## config.mk

```make
export PLATFORM = sky130hd
export DESIGN_NAME = trap_sequencer
export DESIGN_NICKNAME = d
export VERILOG_FILES = /design/src/rtl/trap_pkg.sv /design/src/rtl/trap_pending.sv /design/src/rtl/trap_arbiter.sv /design/src/rtl/trap_csr.sv /design/src/rtl/trap_sequencer.sv
export SDC_FILE = /design/constraint.sdc
export NUM_CORES = 1
export LEC_CHECK = 0
export ABC_AREA = 1
export ABC_CLOCK_PERIOD_IN_PS = 1900
export BUFFER_PORTS_ARGS = -buffer_cell sky130_fd_sc_hd__buf_4
export CORE_ASPECT_RATIO = 0.9
export CORE_MARGIN = 2
export CORE_UTILIZATION = 40
export CTS_BUF_LIST = sky130_fd_sc_hd__clkbuf_16
export DETAILED_ROUTE_END_ITERATION = 10
export GPL_ROUTABILITY_DRIVEN = 0
export PLACE_DENSITY = 0.68
export SLEW_MARGIN = 20
export SYNTH_ARGS = -nofsm -noshare
export SYNTH_HDL_FRONTEND = slang
export SYNTH_SLANG_ARGS = --single-unit
```

## constraint.sdc

```tcl
create_clock -name clk -period 1.9 [get_ports clk]
set_input_delay 0.285 -clock clk [delete_from_list [all_inputs] [get_ports clk]]
set_output_delay 0.285 -clock clk [all_outputs]
set_load 0.02 [all_outputs]
```

## src/rtl/trap_pkg.sv

```systemverilog
package trap_pkg;

  typedef enum logic [2:0] {
    SRC_NONE,
    SRC_RESET,
    SRC_NMI,
    SRC_SYNC,
    SRC_LEVEL
  } trap_src_e;

  localparam int CODE_W = 5;
  localparam logic [CODE_W-1:0] CODE_INTR = 5'd0;
  localparam logic [CODE_W-1:0] CODE_HARD = 5'd31;

endpackage

```

## src/rtl/trap_pending.sv

```systemverilog
module trap_pending #(
  parameter int LVL_W = 8
) (
  input  logic             clk,
  input  logic             rst,
  input  logic             rst_req_i,
  input  logic             nmi_req_i,
  input  logic [LVL_W-1:0] lvl_req_i,
  input  logic             clr_rst_i,
  input  logic             clr_nmi_i,
  input  logic             clr_lvl_i,
  output logic             pend_rst_o,
  output logic             pend_nmi_o,
  output logic [LVL_W-1:0] pend_lvl_o
);

  always_ff @(posedge clk) begin
    if (rst) begin
      pend_rst_o <= 1'b0;
      pend_nmi_o <= 1'b0;
      pend_lvl_o <= '0;
    end else begin
      pend_rst_o <= (pend_rst_o & ~clr_rst_i) | rst_req_i;
      pend_nmi_o <= (pend_nmi_o & ~clr_nmi_i) | nmi_req_i;
      pend_lvl_o <= (clr_lvl_i ? '0 : pend_lvl_o) | lvl_req_i;
    end
  end

endmodule

```

## src/rtl/trap_arbiter.sv

```systemverilog
module trap_arbiter
  import trap_pkg::*;
#(
  parameter int          XLEN     = 32,
  parameter int          LVL_W    = 8,
  parameter int          MASK_LSB = 8,
  parameter int          BEV_BIT  = 22,
  parameter logic [31:0] HARD_VEC = 32'hBFC0_0000,
  parameter logic [31:0] BOOT_VEC = 32'hBFC0_0180,
  parameter logic [31:0] RAM_VEC  = 32'h8000_0080
) (
  input  logic              pend_rst_i,
  input  logic              pend_nmi_i,
  input  logic [LVL_W-1:0]  pend_lvl_i,
  input  logic              sync_exc_i,
  input  logic [CODE_W-1:0] sync_code_i,
  input  logic [XLEN-1:0]   status_i,
  output trap_src_e         src_o,
  output logic [CODE_W-1:0] code_o,
  output logic [XLEN-1:0]   vector_o,
  output logic              take_o
);

  logic [LVL_W-1:0] lvl_hit;
  logic             lvl_ok;

  for (genvar i = 0; i < LVL_W; i++) begin : g_mask
    assign lvl_hit[i] = pend_lvl_i[i] & status_i[MASK_LSB + i];
  end

  assign lvl_ok = status_i[0] & (|lvl_hit);

  always_comb begin
    src_o  = SRC_NONE;
    code_o = CODE_INTR;
    if (pend_rst_i) begin
      src_o  = SRC_RESET;
      code_o = CODE_HARD;
    end else if (pend_nmi_i) begin
      src_o  = SRC_NMI;
      code_o = CODE_HARD;
    end else if (sync_exc_i) begin
      src_o  = SRC_SYNC;
      code_o = sync_code_i;
    end else if (lvl_ok) begin
      src_o  = SRC_LEVEL;
      code_o = CODE_INTR;
    end
  end

  assign take_o = (src_o != SRC_NONE);

  always_comb begin
    if (src_o == SRC_RESET || src_o == SRC_NMI)
      vector_o = XLEN'(HARD_VEC);
    else if (status_i[BEV_BIT])
      vector_o = XLEN'(BOOT_VEC);
    else
      vector_o = XLEN'(RAM_VEC);
  end

endmodule

```

## src/rtl/trap_csr.sv

```systemverilog
module trap_csr
  import trap_pkg::*;
#(
  parameter int XLEN    = 32,
  parameter int BEV_BIT = 22
) (
  input  logic              clk,
  input  logic              rst,
  input  logic              take_i,
  input  logic [CODE_W-1:0] code_i,
  input  logic [XLEN-1:0]   vector_i,
  input  logic [XLEN-1:0]   pc_i,
  input  logic              in_delay_i,
  input  logic              rfe_i,
  input  logic              sr_wr_i,
  input  logic [XLEN-1:0]   sr_wdata_i,
  output logic [XLEN-1:0]   status_o,
  output logic [XLEN-1:0]   cause_o,
  output logic [XLEN-1:0]   epc_o,
  output logic              take_o,
  output logic [XLEN-1:0]   new_pc_o
);

  localparam logic [XLEN-1:0] SR_RST = XLEN'(1) << BEV_BIT;

  logic [XLEN-1:0] sr_push;
  logic [XLEN-1:0] sr_pop;
  logic [XLEN-1:0] cause_nxt;

  assign sr_push   = {status_o[XLEN-1:6], status_o[3:0], 2'b00};
  assign sr_pop    = {status_o[XLEN-1:4], status_o[5:2]};
  assign cause_nxt = {in_delay_i, cause_o[XLEN-2:7], code_i, cause_o[1:0]};

  always_ff @(posedge clk) begin
    if (rst) begin
      status_o <= SR_RST;
      cause_o  <= '0;
      epc_o    <= '0;
      take_o   <= 1'b0;
      new_pc_o <= '0;
    end else begin
      take_o <= take_i;
      if (take_i) begin
        status_o <= sr_push;
        cause_o  <= cause_nxt;
        epc_o    <= in_delay_i ? (pc_i - XLEN'(4)) : pc_i;
        new_pc_o <= vector_i;
      end else if (rfe_i) begin
        status_o <= sr_pop;
      end else if (sr_wr_i) begin
        status_o <= sr_wdata_i;
      end
    end
  end

endmodule

```

## src/rtl/trap_sequencer.sv

```systemverilog
module trap_sequencer
  import trap_pkg::*;
#(
  parameter int          XLEN     = 32,
  parameter int          LVL_W    = 8,
  parameter int          MASK_LSB = 8,
  parameter int          BEV_BIT  = 22,
  parameter logic [31:0] HARD_VEC = 32'hBFC0_0000,
  parameter logic [31:0] BOOT_VEC = 32'hBFC0_0180,
  parameter logic [31:0] RAM_VEC  = 32'h8000_0080
) (
  input  logic              clk,
  input  logic              rst,
  input  logic              reset_req_i,
  input  logic              nmi_req_i,
  input  logic [LVL_W-1:0]  lvl_req_i,
  input  logic [XLEN-1:0]   pc_i,
  input  logic              in_delay_i,
  input  logic              sync_exc_i,
  input  logic [4:0]        sync_code_i,
  input  logic              rfe_i,
  input  logic              sr_wr_i,
  input  logic [XLEN-1:0]   sr_wdata_i,
  output logic [XLEN-1:0]   status_o,
  output logic [XLEN-1:0]   cause_o,
  output logic [XLEN-1:0]   epc_o,
  output logic              take_o,
  output logic [XLEN-1:0]   new_pc_o
);

  logic              pend_rst;
  logic              pend_nmi;
  logic [LVL_W-1:0]  pend_lvl;
  trap_src_e         dec_src;
  logic [CODE_W-1:0] dec_code;
  logic [XLEN-1:0]   dec_vec;
  logic              dec_take;

  trap_pending #(.LVL_W(LVL_W)) u_pend (
    .clk        (clk),
    .rst        (rst),
    .rst_req_i  (reset_req_i),
    .nmi_req_i  (nmi_req_i),
    .lvl_req_i  (lvl_req_i),
    .clr_rst_i  (dec_src == SRC_RESET),
    .clr_nmi_i  (dec_src == SRC_NMI),
    .clr_lvl_i  (dec_src == SRC_LEVEL),
    .pend_rst_o (pend_rst),
    .pend_nmi_o (pend_nmi),
    .pend_lvl_o (pend_lvl)
  );

  trap_arbiter #(
    .XLEN(XLEN), .LVL_W(LVL_W), .MASK_LSB(MASK_LSB), .BEV_BIT(BEV_BIT),
    .HARD_VEC(HARD_VEC), .BOOT_VEC(BOOT_VEC), .RAM_VEC(RAM_VEC)
  ) u_arb (
    .pend_rst_i  (pend_rst),
    .pend_nmi_i  (pend_nmi),
    .pend_lvl_i  (pend_lvl),
    .sync_exc_i  (sync_exc_i),
    .sync_code_i (sync_code_i),
    .status_i    (status_o),
    .src_o       (dec_src),
    .code_o      (dec_code),
    .vector_o    (dec_vec),
    .take_o      (dec_take)
  );

  trap_csr #(.XLEN(XLEN), .BEV_BIT(BEV_BIT)) u_csr (
    .clk        (clk),
    .rst        (rst),
    .take_i     (dec_take),
    .code_i     (dec_code),
    .vector_i   (dec_vec),
    .pc_i       (pc_i),
    .in_delay_i (in_delay_i),
    .rfe_i      (rfe_i),
    .sr_wr_i    (sr_wr_i),
    .sr_wdata_i (sr_wdata_i),
    .status_o   (status_o),
    .cause_o    (cause_o),
    .epc_o      (epc_o),
    .take_o     (take_o),
    .new_pc_o   (new_pc_o)
  );

endmodule

```

After elaboration in Yosys (flattened, before gate mapping) --
Cells that the tools add are included.
Word-level totals: register bits 113, output and inout port bits 129, logic and storage cells 57
Cells by class: add/subtract/negate cells 1, equal/unequal tests 4, mux-type cells 14, bitwise logic cells 18, reductions and logical operators 9
Operators with widths (count):
- two-way mux 32 bit | 2
- subtractor 32 x 3 -> 32 bit (second input constant) | 1
- two-way mux 30 bit | 1
- two-way mux 6 bit | 3
- two-way mux 5 bit | 3
- two-way mux 3 bit | 4
- AND 1 bit | 11
- two-way mux 8 bit | 1
- OR 8 bit | 1
- OR reduction 8 bit | 1
- nonzero test 3 bit | 2
- NOT 1 bit | 4
- nonzero test 2 bit | 2
- equality test 3 x 1 -> 1 bit (second input constant) | 1
- equality test 3 x 2 -> 1 bit (second input constant) | 1
- equality test 3 bit (second input constant) | 1
- AND reduction 3 bit | 1
- != test 2 x 1 -> 1 bit (second input constant) | 1
- OR 1 bit | 2
- AND reduction 2 bit | 1
- OR reduction 2 bit | 1
- logical OR 1 bit | 1

Longest topological paths before layout --
depth after elaboration 11, depth in mapped cells 11, depth with buffers taken out 11

Modules after synthesis --
From an unflattened synthesis, not the netlist that was laid out.
Second synthesis, totals: cell total of the unflattened synthesis 717, area, all modules 5353.9 um^2
By module, submodules not included:
- trap_csr | instances 1, cells an instance 594, area each 4551.9 um^2
- trap_arbiter | instances 1, cells an instance 71, area each 394.1 um^2
- trap_pending | instances 1, cells an instance 44, area each 377.9 um^2
- trap_sequencer | instances 1, cells an instance 8, area each 30.0 um^2

Worst setup path before layout --
Ideal clock, no wire load.
path type flip-flop to flip-flop, start reg u_csr.status_o[0], end reg u_csr.cause_o[3], setup time 0.128 ns, arrival 1.292 ns, data required time 1.772 ns, slack 0.480 ns, cell stages (with the launch flop) 9, buffers on the path 1, cells stage by stage dfxtp_1 inv_1 nor2_8 nand2_8 nand2_8 nor2_8 buf_6 nand2_1 o21ai_1
Between the ends: word-level cells in the longest chain between the ends 6
RTL lines:
- start, declared | line trap_csr.sv:17 | output logic [XLEN-1:0] status_o,
- start signal, assigned | line trap_csr.sv:44 | status_o <= sr_push;
- start signal, assigned | line trap_csr.sv:49 | status_o <= sr_pop;
- start signal, assigned | line trap_csr.sv:51 | status_o <= sr_wdata_i;
- AND 1 bit | line trap_arbiter.sv:31 | assign lvl_ok = status_i[0] & (|lvl_hit);
- two-way mux 3 bit | line trap_arbiter.sv:45 | end else if (lvl_ok) begin
- two-way mux 3 bit | line trap_arbiter.sv:42 | end else if (sync_exc_i) begin
- two-way mux 3 bit | line trap_arbiter.sv:39 | end else if (pend_nmi_i) begin
- two-way mux 3 bit | line trap_arbiter.sv:36 | if (pend_rst_i) begin
- nonzero test 3 bit | line trap_arbiter.sv:51 | assign take_o = (src_o != SRC_NONE);
- end signal, assigned | line trap_csr.sv:45 | cause_o <= cause_nxt;
- end, declared | line trap_csr.sv:18 | output logic [XLEN-1:0] cause_o,
Every way passes these cells. A chain may end at the register's enable or synchronous reset.

Final worst setup path --
start reg u_csr.status_o[10], end reg u_csr.new_pc_o[29]
Between the ends: word-level cells in the longest chain between the ends 10, elaborated cells on any way between the ends 12
RTL lines:
- AND 1 bit * | line trap_arbiter.sv:28 | assign lvl_hit[i] = pend_lvl_i[i] & status_i[MASK_LSB + i];
- OR reduction 8 bit * | line trap_arbiter.sv:31
- AND 1 bit * | line trap_arbiter.sv:31
- two-way mux 3 bit * | line trap_arbiter.sv:45
- two-way mux 3 bit * | line trap_arbiter.sv:42
- two-way mux 3 bit * | line trap_arbiter.sv:39
- two-way mux 3 bit * | line trap_arbiter.sv:36
- equality test 3 x 1 -> 1 bit or equality test 3 x 2 -> 1 bit (tied branches) | line trap_arbiter.sv:54 | if (src_o == SRC_RESET || src_o == SRC_NMI)
- logical OR 1 bit | line trap_arbiter.sv:54
- two-way mux 32 bit | line trap_arbiter.sv:54
- end signal, assigned | line trap_csr.sv:47 | new_pc_o <= vector_i;
- end, declared | line trap_csr.sv:21 | output logic [XLEN-1:0] new_pc_o
Mark *: on every way between the ends. The rest lies on a longest branch, timed or not.

==> impl_metrics.tcl <==
set metrics [dict create \
    clock.fmax_mhz 623 \
    worst_setup_path_start_kind "register" \
    grt_max_degree 32 \
    nFillCells 1072 \
    multi_input_area_um2 2220 \
    cp_slowest_cell "dfxtp_1" \
    seqCellArea_um2 1700 \
    grt_pass1_wl_um 19100 \
    io_pins 214 \
    drt_iter0_drc 298 \
    netlist-cell-type-count 35 \
    num_vias 4351 \
    die-height_um 105 \
    cp_common_cell "nand2_1" \
    worst-path-buf-inv 1 \
    dieArea_um2 12100 \
    initial_core_util_pct 41.2 \
    outcome "finished clean" \
    syn2layout_area_growth_pct 31.2 \
    netlist_top_cells_area "dfxtp_1, nand2_1, buf_4" \
    leakagePower_nw 2.83 \
    preCtsSetupSlack_ns 0.159 \
    instances_no_fill 937 \
    grt_use_total_pct 19.9 \
    synth_top_cell_by_area "dfxtp_1" \
    grt_pass1_vias 4029 \
    rsz0062_at_grt "false" \
    cp_top_family "simple AND/OR/NAND/NOR gates" \
    fin_skew_ns 0.00578 \
    max_stage_delay_ns 0.34 \
    fin_nets 866 \
    synth_area_um2 4490 \
    n_antenna_cell 0 \
    ys_warn_count 0 \
    vdd.ir_drop.worst_v 0.000477 \
    syn_avg_cell_area_um2 7.17 \
    hold_class "input port to register" \
    period_needed_ns 1.60 \
    floorplan.rows 36 \
    cts_tree "yes" \
    critical_path_class "register to register" \
    fin_ws_ns 0.296 \
    ys_ff_latch 85 \
    setup_tns_ns 0 \
    routed_via_density 4.64 \
    cts_resized 0 \
    htreeDepth 3 \
    power.density_nw_per_um2 762 \
    clock_latency_ns 0.34 \
    required_ns 2.18 \
    coreArea_um2 10900 \
    worstPathMaxFanout 20 \
    report.final.hold_viol_count 0 \
    netlist_instances 626 \
    firstDrtPassIters 4 \
    min_period_over_period_pct 84.4 \
    numCtsBuffers 9 \
    grt_overflow 0 \
    cts_sinks 85 \
    critPathArrivalTime_ns 1.88 \
    final_max_slew_viol_count 0 \
    maxCapViolCount 0 \
    dp_hpwl_um 9320 \
    die_w_um 116 \
    placed_cells 921 \
    crit_path_end_kind "register" \
    clockBufferDepth 2 \
    ant_nets 0 \
    antenna_found_initial 0 \
    hold_ws_ns 0.139 \
    numPortBuffers 166 \
    routed_wl_um 12100 \
    wl_per_cell_um 12.9 \
    yosysSeqAreaShare_pct 37.9 \
    cts_hold_buffers 0 \
    final_cell_mix "nand2_1, buf_4, dfxtp_1, nor2_1, nand3_1" \
    path_clk_slew_ns 0.06 \
    layout.cells.most_common "nand2_1" \
    drcViolationCount 0 \
    cts-root-buf "clkbuf_16" \
    setup_violations 0 \
    layout-drive-gt1-share_pct 26.9 \
    crit_chain "nand2_1 -> nand2_1 -> nor2_1 -> nand2_2 -> nand2_8 -> nand2_8 -> nor2_8 -> buf_12 -> nand2_1 -> o21ai_1" \
    post-synth-top-area-fraction_pct 37.9 \
    cts_setup_buffers 0 \
]
## registers in the layout, indices dropped and copies added, names as in the netlist
name / cells
u_csr.status_o: 32
u_csr.epc_o: 32
u_pend.pend_rst_o: 1
u_csr.new_pc_o: 4
u_pend.pend_nmi_o: 1
u_csr.cause_o: 6
u_csr.take_o: 1
u_pend.pend_lvl_o: 8
## cells in the mapped netlist, drive strengths merged
library cell	instances
nand3	52
nand2	181
a21oi	43
and2	1
buf	69
a221oi	1
a22oi	1
nand4	16
ha	1
mux2i	2
o21ai	24
xnor2	5
nor2	77
nand3b	1
inv	46
clkbuf	6
conb	1
nor3	3
xor2	8
dfxtp	85
o21bai	3
## tightest hold or removal path, stage by stage
cell	delay [ns]
buf_4	0.08
nand2_1	0.04
nand2_1	0.05
## path summary, 6_finish.rpt
path / startpoint / end / slack (ns) / cells after the start
min: pc_i[0] / u_csr.epc_o[0]$_SDFFE_PP0P_ / 0.14 / 3
max reg2reg: u_csr.status_o[10]$_SDFFE_PP0P_ / u_csr.new_pc_o[29]$_SDFFE_PP0P_ / 0.30 / 10
max: u_csr.status_o[10]$_SDFFE_PP0P_ / u_csr.new_pc_o[29]$_SDFFE_PP0P_ / 0.30 / 10
min reg2reg: u_csr.epc_o[30]$_SDFFE_PP0P_ / u_csr.epc_o[30]$_SDFFE_PP0P_ / 0.45 / 2
## per-stage QoR
stage / instance area [µm²] / total power, W / util (%)
after floorplan: 4660 / 0.00259 / -
after global placement: 5620 / 0.00289 / 51.5
after detailed placement: 5620 / 0.00290 / 51.5
after CTS: 5890 / 0.00455 / 54.1
after global routing: 5890 / 0.00471 / 54.1
final: 5890 / 0.00449 / 54.1
## cells by family (layout without fill, tap and decap cells)
logic type	Yosys count	count (layout)	share of synthesized area (%)
buffers and inverters	121	234	16.5
AOI/OAI and AO/OA	72	72	8.83
DFF	85	85	37.9
xor gates and xnor gates	13	13	2.54
muxes	2	2	0.446
other	1	47	0.0835
adders and majority gates	1	1	0.279
and+or+nand+nor	331	331	33.5
## per-layer routing
metal	vias to the layer above	global-route usage, %	share of wire (%)
met1	1955	24.4	42
li1	2203	-	-
met4	0	6.29	1.4
met3	14	6.53	9.2
met5	-	0	0
met2	179	32.7	47
## power breakdown
| part | internal [W] | total (W) | switching, W |
|---|---|---|---|
| sequential | 0.00189 | 0.00196 | 0.0000684 |
| clock | 0.000887 | 0.00163 | 0.000743 |
| combinational | 0.000360 | 0.000902 | 0.000542 |
## final cells by class
class | count | share of cell area, %
inverter | 46 | 2.97
clock inverter | 7 | 0.828
sequential | 85 | 28.9
clock buffer | 9 | 3.82
tap | 152 | 3.23
timing repair buffer | 172 | 22.6
multi-input combinational | 466 | 37.7
(Power assumes the default switching activity.)
